[src/rtl/osc_guard_pkg.sv]
package osc_guard_pkg;
  localparam int REG_W = 8;

  localparam int B_EN   = 0;
  localparam int B_SEL  = 1;
  localparam int B_FLAG = 2;
  localparam int B_MON  = 3;
  localparam int B_ACT  = 7;

  typedef struct packed {
    logic act;
    logic flag;
    logic sel;
    logic en;
  } ctrl_t;

  localparam ctrl_t CTRL_RESET = '{act: 1'b0, flag: 1'b0, sel: 1'b1, en: 1'b0};
endpackage

[src/rtl/osc_edge_sync.sv]
module osc_edge_sync #(
  parameter int STAGES = 2
) (
  input  logic clk,
  input  logic rst_n,
  input  logic async_in,
  output logic edge_seen
);
  logic [STAGES-1:0] chain;
  logic              last_q;

  always_ff @(posedge clk or negedge rst_n) begin
    if (!rst_n) begin
      chain  <= '0;
      last_q <= 1'b0;
    end else begin
      chain  <= {chain[STAGES-2:0], async_in};
      last_q <= chain[STAGES-1];
    end
  end

  assign edge_seen = chain[STAGES-1] ^ last_q;
endmodule

[src/rtl/osc_activity.sv]
module osc_activity #(
  parameter int STOP_CYC      = 8,
  parameter int RESTART_EDGES = 4
) (
  input  logic clk,
  input  logic rst_n,
  input  logic edge_seen,
  input  logic enable,
  output logic dead,
  output logic stop_evt,
  output logic restart_evt
);
  localparam int SW = $clog2(STOP_CYC + 1);
  localparam int EW = $clog2(RESTART_EDGES + 1);
  localparam logic [SW-1:0] GAP_LAST  = SW'(STOP_CYC - 1);
  localparam logic [SW-1:0] GAP_FULL  = SW'(STOP_CYC);
  localparam logic [EW-1:0] EDGE_LAST = EW'(RESTART_EDGES - 1);

  logic [SW-1:0] gap_cnt;
  logic [EW-1:0] run_cnt;
  logic          gap_hit;
  logic          back_hit;

  assign gap_hit  = !edge_seen && (gap_cnt == GAP_LAST);
  assign back_hit = dead && edge_seen && (run_cnt == EDGE_LAST);

  always_ff @(posedge clk or negedge rst_n) begin
    if (!rst_n) begin
      gap_cnt     <= '0;
      run_cnt     <= '0;
      dead        <= 1'b0;
      stop_evt    <= 1'b0;
      restart_evt <= 1'b0;
    end else begin
      if (edge_seen)              gap_cnt <= '0;
      else if (gap_cnt != GAP_FULL) gap_cnt <= gap_cnt + 1'b1;

      if (!dead) begin
        run_cnt <= '0;
        if (gap_hit) dead <= 1'b1;
      end else if (gap_hit) begin
        run_cnt <= '0;
      end else if (back_hit) begin
        dead    <= 1'b0;
        run_cnt <= '0;
      end else if (edge_seen) begin
        run_cnt <= run_cnt + 1'b1;
      end

      stop_evt    <= gap_hit && !dead && enable;
      restart_evt <= back_hit && enable;
    end
  end

  assert_stop_marks_dead_R4: assert property (@(posedge clk) disable iff (!rst_n)
    stop_evt |-> dead);
  assert_restart_marks_alive_R4: assert property (@(posedge clk) disable iff (!rst_n)
    restart_evt |-> !dead);
  assert_events_exclusive_R4: assert property (@(posedge clk) disable iff (!rst_n)
    !(stop_evt && restart_evt));
endmodule

[src/rtl/osc_ctrl_reg.sv]
module osc_ctrl_reg
  import osc_guard_pkg::*;
(
  input  logic             clk,
  input  logic             rst_n,
  input  logic             wr_en,
  input  logic [REG_W-1:0] wr_data,
  input  logic             wp_en,
  input  logic             clk_lock,
  input  logic             cpu_on_pll,
  input  logic             dead,
  input  logic             stop_evt,
  input  logic             restart_evt,
  output logic [REG_W-1:0] rd_data,
  output logic             enable,
  output logic             sel_internal,
  output logic             irq_pulse,
  output logic             det_reset_req
);
  ctrl_t cur, nxt;
  logic  wr_ok, det_any, irq_n, rr_n;

  assign wr_ok   = wr_en && wp_en;
  assign det_any = stop_evt || restart_evt;

  always_comb begin
    nxt = cur;
    if (wr_ok) begin
      if (!clk_lock) nxt.en = wr_data[B_EN];
      if (!(!wr_data[B_SEL] && cur.en && dead)) nxt.sel = wr_data[B_SEL];
      if (!wr_data[B_FLAG]) nxt.flag = 1'b0;
      nxt.act = wr_data[B_ACT];
    end
    if (stop_evt && !cur.act)  nxt.flag = 1'b0;
    else if (det_any)          nxt.flag = 1'b1;
    if (stop_evt && cur.act && !cpu_on_pll) nxt.sel = 1'b1;
    irq_n = det_any && cur.act && !cur.flag;
    rr_n  = stop_evt && !cur.act;
  end

  always_ff @(posedge clk or negedge rst_n) begin
    if (!rst_n) begin
      cur           <= CTRL_RESET;
      irq_pulse     <= 1'b0;
      det_reset_req <= 1'b0;
    end else begin
      cur           <= nxt;
      irq_pulse     <= irq_n;
      det_reset_req <= rr_n;
    end
  end

  always_comb begin
    rd_data         = '0;
    rd_data[B_EN]   = cur.en;
    rd_data[B_SEL]  = cur.sel;
    rd_data[B_FLAG] = cur.flag;
    rd_data[B_MON]  = dead;
    rd_data[B_ACT]  = cur.act;
  end

  assign enable       = cur.en;
  assign sel_internal = cur.sel;

  assert_enable_held_by_lock_R3: assert property (@(posedge clk) disable iff (!rst_n)
    !$stable(cur.en) |-> $past(wr_en && wp_en && !clk_lock));
  assert_flag_clears_by_write_R8: assert property (@(posedge clk) disable iff (!rst_n)
    $fell(cur.flag) |-> ($past(wr_en && wp_en && !wr_data[B_FLAG]) || $past(stop_evt && !cur.act)));
  assert_irq_on_flag_rise_R9: assert property (@(posedge clk) disable iff (!rst_n)
    irq_pulse |-> (cur.flag && !$past(cur.flag)));
  assert_sel_falls_by_write_R11: assert property (@(posedge clk) disable iff (!rst_n)
    $fell(cur.sel) |-> $past(wr_en && wp_en && !wr_data[B_SEL] && !(cur.en && dead)));
  assert_reset_req_no_irq_R10: assert property (@(posedge clk) disable iff (!rst_n)
    det_reset_req |-> (!irq_pulse && !cur.flag));
  assert_no_write_when_protected_R2: assert property (@(posedge clk) disable iff (!rst_n)
    $past(wr_en && !wp_en && !stop_evt && !restart_evt) |-> $stable(cur.act));
endmodule

[src/rtl/osc_guard.sv]
module osc_guard
  import osc_guard_pkg::*;
#(
  parameter int SYNC_STAGES   = 2,
  parameter int STOP_CYC      = 8,
  parameter int RESTART_EDGES = 4
) (
  input  logic             clk,
  input  logic             rst_n,
  input  logic             wr_en,
  input  logic [REG_W-1:0] wr_data,
  output logic [REG_W-1:0] rd_data,
  input  logic             wp_en,
  input  logic             clk_lock,
  input  logic             cpu_on_pll,
  input  logic             main_toggle,
  output logic             sel_internal,
  output logic             irq_pulse,
  output logic             det_reset_req
);
  logic edge_seen, dead, stop_evt, restart_evt, enable;

  osc_edge_sync #(.STAGES(SYNC_STAGES)) u_sync (
    .clk(clk), .rst_n(rst_n), .async_in(main_toggle), .edge_seen(edge_seen)
  );

  osc_activity #(.STOP_CYC(STOP_CYC), .RESTART_EDGES(RESTART_EDGES)) u_act (
    .clk(clk), .rst_n(rst_n), .edge_seen(edge_seen), .enable(enable),
    .dead(dead), .stop_evt(stop_evt), .restart_evt(restart_evt)
  );

  osc_ctrl_reg u_reg (
    .clk(clk), .rst_n(rst_n), .wr_en(wr_en), .wr_data(wr_data),
    .wp_en(wp_en), .clk_lock(clk_lock), .cpu_on_pll(cpu_on_pll),
    .dead(dead), .stop_evt(stop_evt), .restart_evt(restart_evt),
    .rd_data(rd_data), .enable(enable), .sel_internal(sel_internal),
    .irq_pulse(irq_pulse), .det_reset_req(det_reset_req)
  );

  assert_events_need_enable_R5: assert property (@(posedge clk) disable iff (!rst_n)
    (irq_pulse || det_reset_req) |-> $past(enable));
endmodule

[config.mk]
export PLATFORM = sky130hd
export DESIGN_NAME = osc_guard
export DESIGN_NICKNAME = d
export VERILOG_FILES = /design/src/rtl/osc_guard_pkg.sv /design/src/rtl/osc_edge_sync.sv /design/src/rtl/osc_activity.sv /design/src/rtl/osc_ctrl_reg.sv /design/src/rtl/osc_guard.sv
export SDC_FILE = /design/constraint.sdc
export NUM_CORES = 1
export LEC_CHECK = 0
export BUFFER_PORTS_ARGS = -buffer_cell sky130_fd_sc_hd__buf_4
export CORE_ASPECT_RATIO = 1.1
export CORE_MARGIN = 1
export CORE_UTILIZATION = 30
export DETAILED_ROUTE_END_ITERATION = 10
export PLACE_DENSITY = 0.48
export SLEW_MARGIN = 30
export SYNTH_ARGS = -nofsm -noshare
export SYNTH_HDL_FRONTEND = slang
export SYNTH_SLANG_ARGS = --single-unit
[constraint.sdc]
create_clock -name clk -period 1.2 [get_ports clk]
set_input_delay 0 -clock clk [delete_from_list [all_inputs] [get_ports clk]]
set_output_delay 0 -clock clk [all_outputs]
set_load 0.1 [all_outputs]
==> results_dict.tcl, run 1 <==
set metrics [dict create \
    pwr-share-clk 0.191 \
    grtUsageMet2 0.186 \
    yosysWarnings 0 \
    syn2layout_area_growth_pct 31.0 \
    cts_buffer_depth 2 \
    vias_per_cell 4.59 \
    fin_nets 122 \
    num_io_pins 26 \
    clock_sinks 19 \
    rsz0062_at_grt "true" \
    drive_above_1_share 0.350 \
    gp_congestion 0.637 \
    ys_types 27 \
    htreeDepth 1 \
    hpwl_um 1000 \
    dpl.cell_count 121 \
    met1_usage 0.139 \
    ys_seq_elements 19 \
    initial_core_util 0.330 \
    r2r_setup_slack_ns 0.05 \
    path_clk_slew_ns 0.10 \
    skew_ns 0.00699 \
    cts_tree "built" \
    grt_util_met3 0.0236 \
    end_kind "primary output" \
    final_hold_viol_count 0 \
    status "complete, but fails checks" \
    postSynthAreaPerCell_um2 11.3 \
    p_sw_w 0.000625 \
    cp.required_ns 1.20 \
    synth.area.top_cells "dfrtp_1 53%, buf_4 5.3%, ha_1 4.4%, dfstp_2 3.1%, nor2_1 3.1%" \
    synth_cells 76 \
    path_class "reg2out" \
    cp_num_buf_inv 1 \
    internal-power_w 0.000992 \
    rows 19 \
    grt_pass1_wl_um 2520 \
    drv_slew 0 \
    fmax_ghz 0.827 \
    final_cells 134 \
    combPwrFrac 0.329 \
    yosys.area.top_type_share 0.526 \
    min_period_ns 1.21 \
    drt_first_pass_iters 4 \
    cts-root-buf "clkbuf_4" \
    die_x_um 52.9 \
    vias 615 \
    setup_slack_ns -0.00971 \
    drt_drc_violations_left 0 \
    irDropWorstVdd_mv 0.635 \
    nFillCells 264 \
    drt-total-wl_um 1480 \
    power.density_nw_per_um2 1440 \
    drv_cap 0 \
    num_antenna_cells 0 \
    crit_arrival_ns 1.21 \
    grt_pass1_vias 599 \
    hp-class "in2reg" \
    synth_area_um2 856 \
    core_area_um2 2590 \
    critPathLaunchType "register" \
    cp_cell_sequence "buf_4" \
    wire_per_inst_um 11.1 \
    global_route.usage.total 0.114 \
    antenna_found_initial 0 \
    yosysTopAreaCell "dfrtp_1" \
    chipHeight_um 58.0 \
    violations "setup timing" \
    crit_path_max_fanout 3 \
    grt_max_degree 20 \
    critPathTopFamily "flip-flops" \
    setup_viol 2 \
    ys_seq_area_frac 0.557 \
    p_leak_nw 0.523 \
    grt_overflow_total 0 \
    fin_crit_sh 1.01 \
    p_seq_frac 0.480 \
    swShare 0.387 \
    postRouteAntennaNets 0 \
    busiest_layer "met2" \
    io_buffers 18 \
    numCtsBuffers 3 \
    clk_latency_ns 0.29 \
    cp_slowest_cell "dfstp_4" \
    dieArea_um2 3070 \
    slowest_delay_ns 0.64 \
    initialDrtViolationCount 5 \
    dp_worst_setup_slack_ns 0.0420 \
]
-- final timing paths --
kind	startpoint	endpoint	cells past startpoint
setup / recovery	u_reg.sel_internal	rd_data[1]	1
hold / removal	wr_data[2]	u_reg.rd_data[2]	3
setup reg to reg	u_act.gap_cnt[0]	u_act.gap_cnt[1]	5
hold reg to reg	u_sync.chain[0]	u_sync.chain[1]	0
max in group asynchronous	rst_n	u_reg.sel_internal	2
min in group asynchronous	rst_n	u_reg.rd_data[7]	2
-- repair_timing --
item                                    in CTS  in global routing
hold endpoints to repair                    23                  0
hold buffers                                 7                  0
endpoints found under the setup margin       2                 10
resized for setup                            0                  4
buffers inserted                             0                  2
pin swaps                                    0                  2
-- synth_stat cells --
| master | count |
|---|---|
| inv_1 | 4 |
| mux2_2 | 2 |
| a21oi_1 | 3 |
| xor2_1 | 1 |
| xnor2_1 | 2 |
| dfstp_2 | 1 |
| xor2_2 | 1 |
| nor2b_1 | 2 |
| nand2_2 | 1 |
| o221ai_1 | 1 |
| dfrtp_1 | 18 |
| buf_2 | 1 |
| nor3b_1 | 1 |
| nor2_1 | 7 |
| o31ai_2 | 1 |
| nand4_1 | 3 |
| o2bb2ai_1 | 1 |
| nand2b_1 | 1 |
| nor4_1 | 1 |
| ha_1 | 3 |
| o21ai_0 | 2 |
| mux2i_1 | 2 |
| conb_1 | 1 |
| nand2_1 | 5 |
| nand3b_1 | 2 |
| buf_4 | 6 |
| nand3_1 | 3 |
-- kinds of logic (layout without fill, tap and decap cells) --
group                      count (synthesis)  after routing  synth area share
and+or+nand+nor                           26             26             0.155
DFF                                       19             19             0.557
buffers and inverters                     11             36            0.0760
AOI/OAI and AO/OA                          8              8            0.0643
xor gates and xnor gates                   4              4            0.0497
muxes                                      4              4            0.0497
adders and majority gates                  3              3            0.0439
other                                      1              3           0.00438
-- sequential cells by signal (all words and copies together), names as in the netlist, 2 cells and up --
| name | cells |
|---|---|
| u_act.gap_cnt | 4 |
| u_act.run_cnt | 3 |
| u_reg.rd_data | 2 |
| u_sync.chain | 2 |
-- metrics by stage --
stage               cell area [um2]  total power [W]   util  TNS [ns]  hold WS [ns]
floorplan                       870          0.00120      -         0        -0.296
global placement               1000          0.00128  0.386         0        -0.113
detailed placement             1000          0.00128  0.386         0        -0.107
CTS                            1100          0.00162  0.423   -0.0610        0.0133
global route                   1120          0.00172  0.433    -0.215        0.0542
finish                         1120          0.00162  0.433   -0.0183        0.0278
-- power groups by stage --
| stage | combinational, W | clock, W | sequential (W) |
|---|---|---|---|
| final | 0.000532 | 0.000310 | 0.000776 |
| after global routing | 0.000569 | 0.000363 | 0.000790 |
| after floorplan | 0.000364 | 0 | 0.000837 |
| after global placement | 0.000492 | 0 | 0.000788 |
| after detailed placement | 0.000492 | 0 | 0.000789 |
| after CTS | 0.000509 | 0.000334 | 0.000778 |
-- final cells by class --
class / count / area [um2] / area share
timing repair buffer: 28 / 228 / 0.203
tap: 31 / 38.8 / 0.0346
sequential: 19 / 484 / 0.432
inverter: 4 / 15.0 / 0.0134
multi-input combinational: 48 / 329 / 0.294
clock buffer: 4 / 26.3 / 0.0234
-- placed cells by master (no fill, tap or decap), drive strengths merged --
cell / n
nand4: 3
nor3b: 1
ha: 3
dfstp: 1
buf: 21
a21oi: 3
o31ai: 1
o21ai: 2
nor2: 7
mux2i: 2
xor2: 2
dlygate4sd3: 7
nand3b: 2
mux2: 2
o2bb2ai: 1
nand2b: 1
xnor2: 2
o221ai: 1
nand2: 6
clkbuf: 4
inv: 4
dfrtp: 18
nor4: 1
nor2b: 2
conb: 3
nand3: 3
-- routing by layer --
layer  wire [um]  share of wire  vias up
met2         748           0.51       18
met4          14         0.0095        0
met3          69          0.047        2
li1            -              -      300
met5           0              0        -
met1         648           0.44      295
Note: power is estimated with default switching activity, not from simulation.
==> run 2, diff against run 1 <==
--- a/config.mk
+++ b/config.mk
@@ -11,6 +11,7 @@
 export CORE_UTILIZATION = 30
 export DETAILED_ROUTE_END_ITERATION = 10
 export PLACE_DENSITY = 0.48
+export SETUP_SLACK_MARGIN = 0.02
 export SLEW_MARGIN = 30
 export SYNTH_ARGS = -nofsm -noshare
 export SYNTH_HDL_FRONTEND = slang
==> results_dict.tcl, run 2 (synthesis results as in run 1) <==
set metrics [dict create \
    status "finished, final reports clean" \
    rows 19 \
    drt_first_pass_iters 3 \
    antenna_found_initial 0 \
    gp_congestion 0.637 \
    fmax_ghz 0.867 \
    wire_per_inst_um 11.0 \
    hpwl_um 1000 \
    startpoint "u_act.gap_cnt[0]" \
    crit_arrival_ns 1.33 \
    design_area_um2 1170 \
    holdWs_ns 0.0287 \
    drv_slew 0 \
    min_to "u_reg.rd_data[2]" \
    path_clk_slew_ns 0.10 \
    final_hold_viol_count 0 \
    vias 626 \
    r2r_setup_slack_ns 0.05 \
    crit_path_max_fanout 5 \
    placed_area_um2 1000 \
    num_antenna_cells 0 \
    vias_per_cell 4.57 \
    initialDrtViolationCount 8 \
    end_kind "register" \
    fin_nets 125 \
    grt_pass1_wl_um 2540 \
    grt_overflow_total 0 \
    cp.required_ns 1.38 \
    drt-total-wl_um 1510 \
    chipHeight_um 58.0 \
    largest_reg_flops 4 \
    rr_startpoint "u_act.gap_cnt[0]" \
    numCtsBuffers 3 \
    die_x_um 52.9 \
    drt_drc_violations_left 0 \
    dieArea_um2 3070 \
    syn2layout_area_growth_pct 37.3 \
    top_register "u_act.gap_cnt" \
    critPathLaunchType "register" \
    clock_sinks 19 \
    setup_viol 0 \
    initial_core_util 0.330 \
    cts-root-buf "clkbuf_4" \
    whs_path_depth 3 \
    clk_latency_ns 0.29 \
    cts_tree "built" \
    global_route.usage.total 0.115 \
    grt_pass1_vias 609 \
    p_leak_nw 0.548 \
    rsz0062_at_grt "true" \
    drv_cap 0 \
    min_from "wr_data[2]" \
    num_io_pins 26 \
    postRouteAntennaNets 0 \
    skew_ns 0.00495 \
    drive_above_1_share 0.358 \
    r2r_cells 4 \
    io_buffers 18 \
    cts_buffer_depth 2 \
    min_period_ns 1.15 \
    htreeDepth 1 \
    reg2reg_to "u_act.run_cnt[0]" \
    final_cell_mix "20 x buf_4, 15 x dfrtp_1, 8 x dlygate4sd3_1" \
    grt_max_degree 20 \
    irDropWorstVdd_mv 0.645 \
    largestRegisters "u_act.gap_cnt: 4 flops, u_act.run_cnt: 3 flops" \
    path_class "reg2reg" \
    layout_commonest_cell "buf_4" \
    fin_crit_sh 0.961 \
    hp-class "in2reg" \
    power.density_nw_per_um2 1430 \
    core_area_um2 2590 \
]
## run 2: layout make-up
cell class / count / area, um2
Timing Repair Buffer: 31 / 282
Sequential cell: 19 / 484
Multi-Input combinational cell: 48 / 329
Inverter: 4 / 15.0
Clock buffer: 4 / 26.3
Fill cell: 257 / 1420
Tap cell: 31 / 38.8
## run 2: worst max-delay path, cell delays in order, from the launching register on
cell      delay, ns
dfrtp_1        0.42
ha_2           0.21
nand3b_1       0.18
nand4_1        0.16
o31ai_2        0.07
## run 2: what timing repair did
action	4_1_cts	5_1_grt
setup endpoints to repair	3	11
setup buffers	0	4
hold buffers	8	0
hold endpoints to repair	23	0
gates resized for setup	1	11
pin swaps	0	7
## run 2: layer usage
metal	global-route usage	vias up	wire length, um
li1	-	307	-
met1	0.139	299	636
met2	0.190	18	782
met3	0.0236	2	73
met4	0.0564	0	14
met5	0	-	0
## run 2: worst max-delay path by stage
stage                        to
2_1_floorplan        rd_data[1]
3_3_place_gp   u_act.gap_cnt[1]
3_5_place_dp   u_act.gap_cnt[1]
4_1_cts              rd_data[1]
5_1_grt        u_act.gap_cnt[1]
6_report       u_act.run_cnt[0]
## run 2: per-stage QoR
stage	cells	setup slack [ns]	utilization	total power [W]	TNS, ns
detailed placement	121	0.0420	0.386	0.00128	0
CTS	133	-0.0319	0.429	0.00163	-0.0610
finish	137	0.0465	0.453	0.00168	0
floorplan	78	0.0840	-	0.00120	0
global placement	121	0.0435	0.386	0.00128	0
global route	137	-0.0581	0.453	0.00178	-0.112
## run 2: report_power, final
group	switching (W)	internal, W	leakage [nW]
Combinational	0.000377	0.000206	0.289
Clock	0.000182	0.000129	0.0150
Sequential	0.0000781	0.000704	0.244
==> run 3, diff against run 2 <==
--- a/config.mk
+++ b/config.mk
@@ -10,7 +10,6 @@
 export CORE_MARGIN = 1
 export CORE_UTILIZATION = 30
 export DETAILED_ROUTE_END_ITERATION = 10
-export PLACE_DENSITY = 0.48
 export SETUP_SLACK_MARGIN = 0.02
 export SLEW_MARGIN = 30
 export SYNTH_ARGS = -nofsm -noshare
==> constraint.sdc (replaced) <==
create_clock -name clk -period 1.1 [get_ports clk]
set_input_delay 0 -clock clk [delete_from_list [all_inputs] [get_ports clk]]
set_output_delay 0 -clock clk [all_outputs]
set_load 0.1 [all_outputs]
==> results_dict.tcl, run 3 (synthesis results as in run 1) <==
set metrics [dict create \
    skew_ns 0.00198 \
    fmax_ghz 0.859 \
    status "complete, but fails checks" \
    path_clk_slew_ns 0.11 \
    drive_above_1_share 0.394 \
    path_class "reg2reg" \
    die_x_um 52.9 \
    dp_worst_setup_slack_ns -0.0618 \
    cts-root-buf "clkbuf_4" \
    wire_per_inst_um 11.3 \
    rr_startpoint "u_sync.chain[1]" \
    rsz0062_at_grt "true" \
    clock_sinks 19 \
    setup_viol 9 \
    drt_drc_violations_left 0 \
    slowest_delay_ns 0.43 \
    vias 639 \
    critPathLaunchType "register" \
    dieArea_um2 3070 \
    antenna_found_initial 0 \
    initialDrtViolationCount 5 \
    hp-class "in2reg" \
    gp_congestion 0.685 \
    end_kind "register" \
    r2r_cells 4 \
    layout_commonest_cell "buf_4" \
    cp_cell_sequence "xor2_2 > buf_6 > nand3_1 > nand2_1" \
    largest_reg_flops 4 \
    vias_per_cell 4.56 \
    final_hold_viol_count 0 \
    final_cell_mix "21 x buf_4, 16 x dfrtp_1, 8 x dlygate4sd3_1" \
    crit_arrival_ns 1.40 \
    p_leak_nw 0.573 \
    chipHeight_um 58.0 \
    violations "setup timing" \
    power.density_nw_per_um2 1520 \
    grt_pass1_wl_um 2530 \
    largestRegisters "u_act.gap_cnt: 4 flops, u_act.run_cnt: 3 flops" \
    setup_slack_ns -0.0637 \
    cts_buffer_depth 2 \
    whs_path_depth 3 \
    irDropWorstVdd_mv 0.740 \
    initial_core_util 0.330 \
    core_area_um2 2590 \
    min_period_ns 1.16 \
    crit_path_max_fanout 5 \
    cp.required_ns 1.34 \
    drv_slew 0 \
    placed_area_um2 1030 \
    drt-total-wl_um 1580 \
    drt_first_pass_iters 5 \
    top_register "u_act.gap_cnt" \
    min_from "wr_data[2]" \
    numCtsBuffers 3 \
    cp_slowest_cell "dfrtp_1" \
    grt_pass1_vias 607 \
    postRouteAntennaNets 0 \
    fin_nets 128 \
    global_route.usage.total 0.111 \
    startpoint "u_sync.chain[1]" \
    num_io_pins 26 \
    drv_cap 0 \
    r2r_setup_slack_ns -0.06 \
    syn2layout_area_growth_pct 42.4 \
    num_antenna_cells 0 \
    rows 19 \
    htreeDepth 1 \
    fin_crit_sh 1.06 \
    grt_overflow_total 0 \
    min_to "u_reg.rd_data[2]" \
    clk_latency_ns 0.29 \
    reg2reg_to "u_act.run_cnt[1]" \
    hpwl_um 1130 \
    design_area_um2 1220 \
    grt_max_degree 20 \
    cts_tree "built" \
    io_buffers 18 \
]
==> run 3: worst max path at each step <==
stage	slack [ns]	end
global route	-0.14	u_act.gap_cnt[1]
global placement	-0.02	u_act.run_cnt[0]
CTS	-0.05	u_act.gap_cnt[1]
detailed placement	-0.06	u_act.run_cnt[1]
finish	-0.06	u_act.run_cnt[1]
floorplan	0.02	u_act.run_cnt[0]
==> run 3: cell type report <==
type	instances	area, um2
fillers	231	1370
flip-flops and latches	19	483
multi-input cells	48	343
repair buffers	34	312
well taps	31	38.8
clock buffers	3	22.5
inverters	4	15.0
clock inverters	1	5.00
==> run 3: metal layers <==
| metal | routed length, um | part of all wire | GRT usage | up-vias |
|---|---|---|---|---|
| met5 | 0 | 0 | 0 | - |
| met4 | 12 | 0.0076 | 0.0338 | 0 |
| met3 | 78 | 0.049 | 0.0157 | 2 |
| met2 | 803 | 0.51 | 0.206 | 22 |
| met1 | 690 | 0.44 | 0.129 | 300 |
| li1 | - | - | - | 315 |
==> run 3: stage by stage <==
step / hold WS [ns] / total power, W / std cells / util / TNS, ns
detailed placement: -0.111 / 0.00143 / 124 / 0.396 / -0.168
floorplan: -0.296 / 0.00131 / 78 / - / 0
CTS: 0.0122 / 0.00185 / 139 / 0.458 / -0.327
global route: 0.0161 / 0.00195 / 140 / 0.470 / -1.02
global placement: -0.114 / 0.00142 / 124 / 0.396 / -0.0265
finish: 0.0158 / 0.00185 / 140 / 0.470 / -0.349
==> run 3: what timing repair did <==
action	CTS	global route
buffers inserted	3	1
pin swaps	3	4
setup endpoints to repair	13	13
hold buffers	8	0
hold endpoints to repair	23	0
resized for setup	8	7
==> run 3: critical path, delay by kind of cell, from the launching register on <==
family	cells	cell delay [ns]
flip-flops	1	0.43
XOR/XNOR	1	0.31
AND/OR/NAND/NOR	2	0.19
buffers and inverters	1	0.17
==> run 3: power by group <==
part	total, W	internal [W]	switching (W)
Sequential	0.000854	0.000765	0.0000884
Combinational	0.000650	0.000231	0.000419
Clock	0.000349	0.000135	0.000214
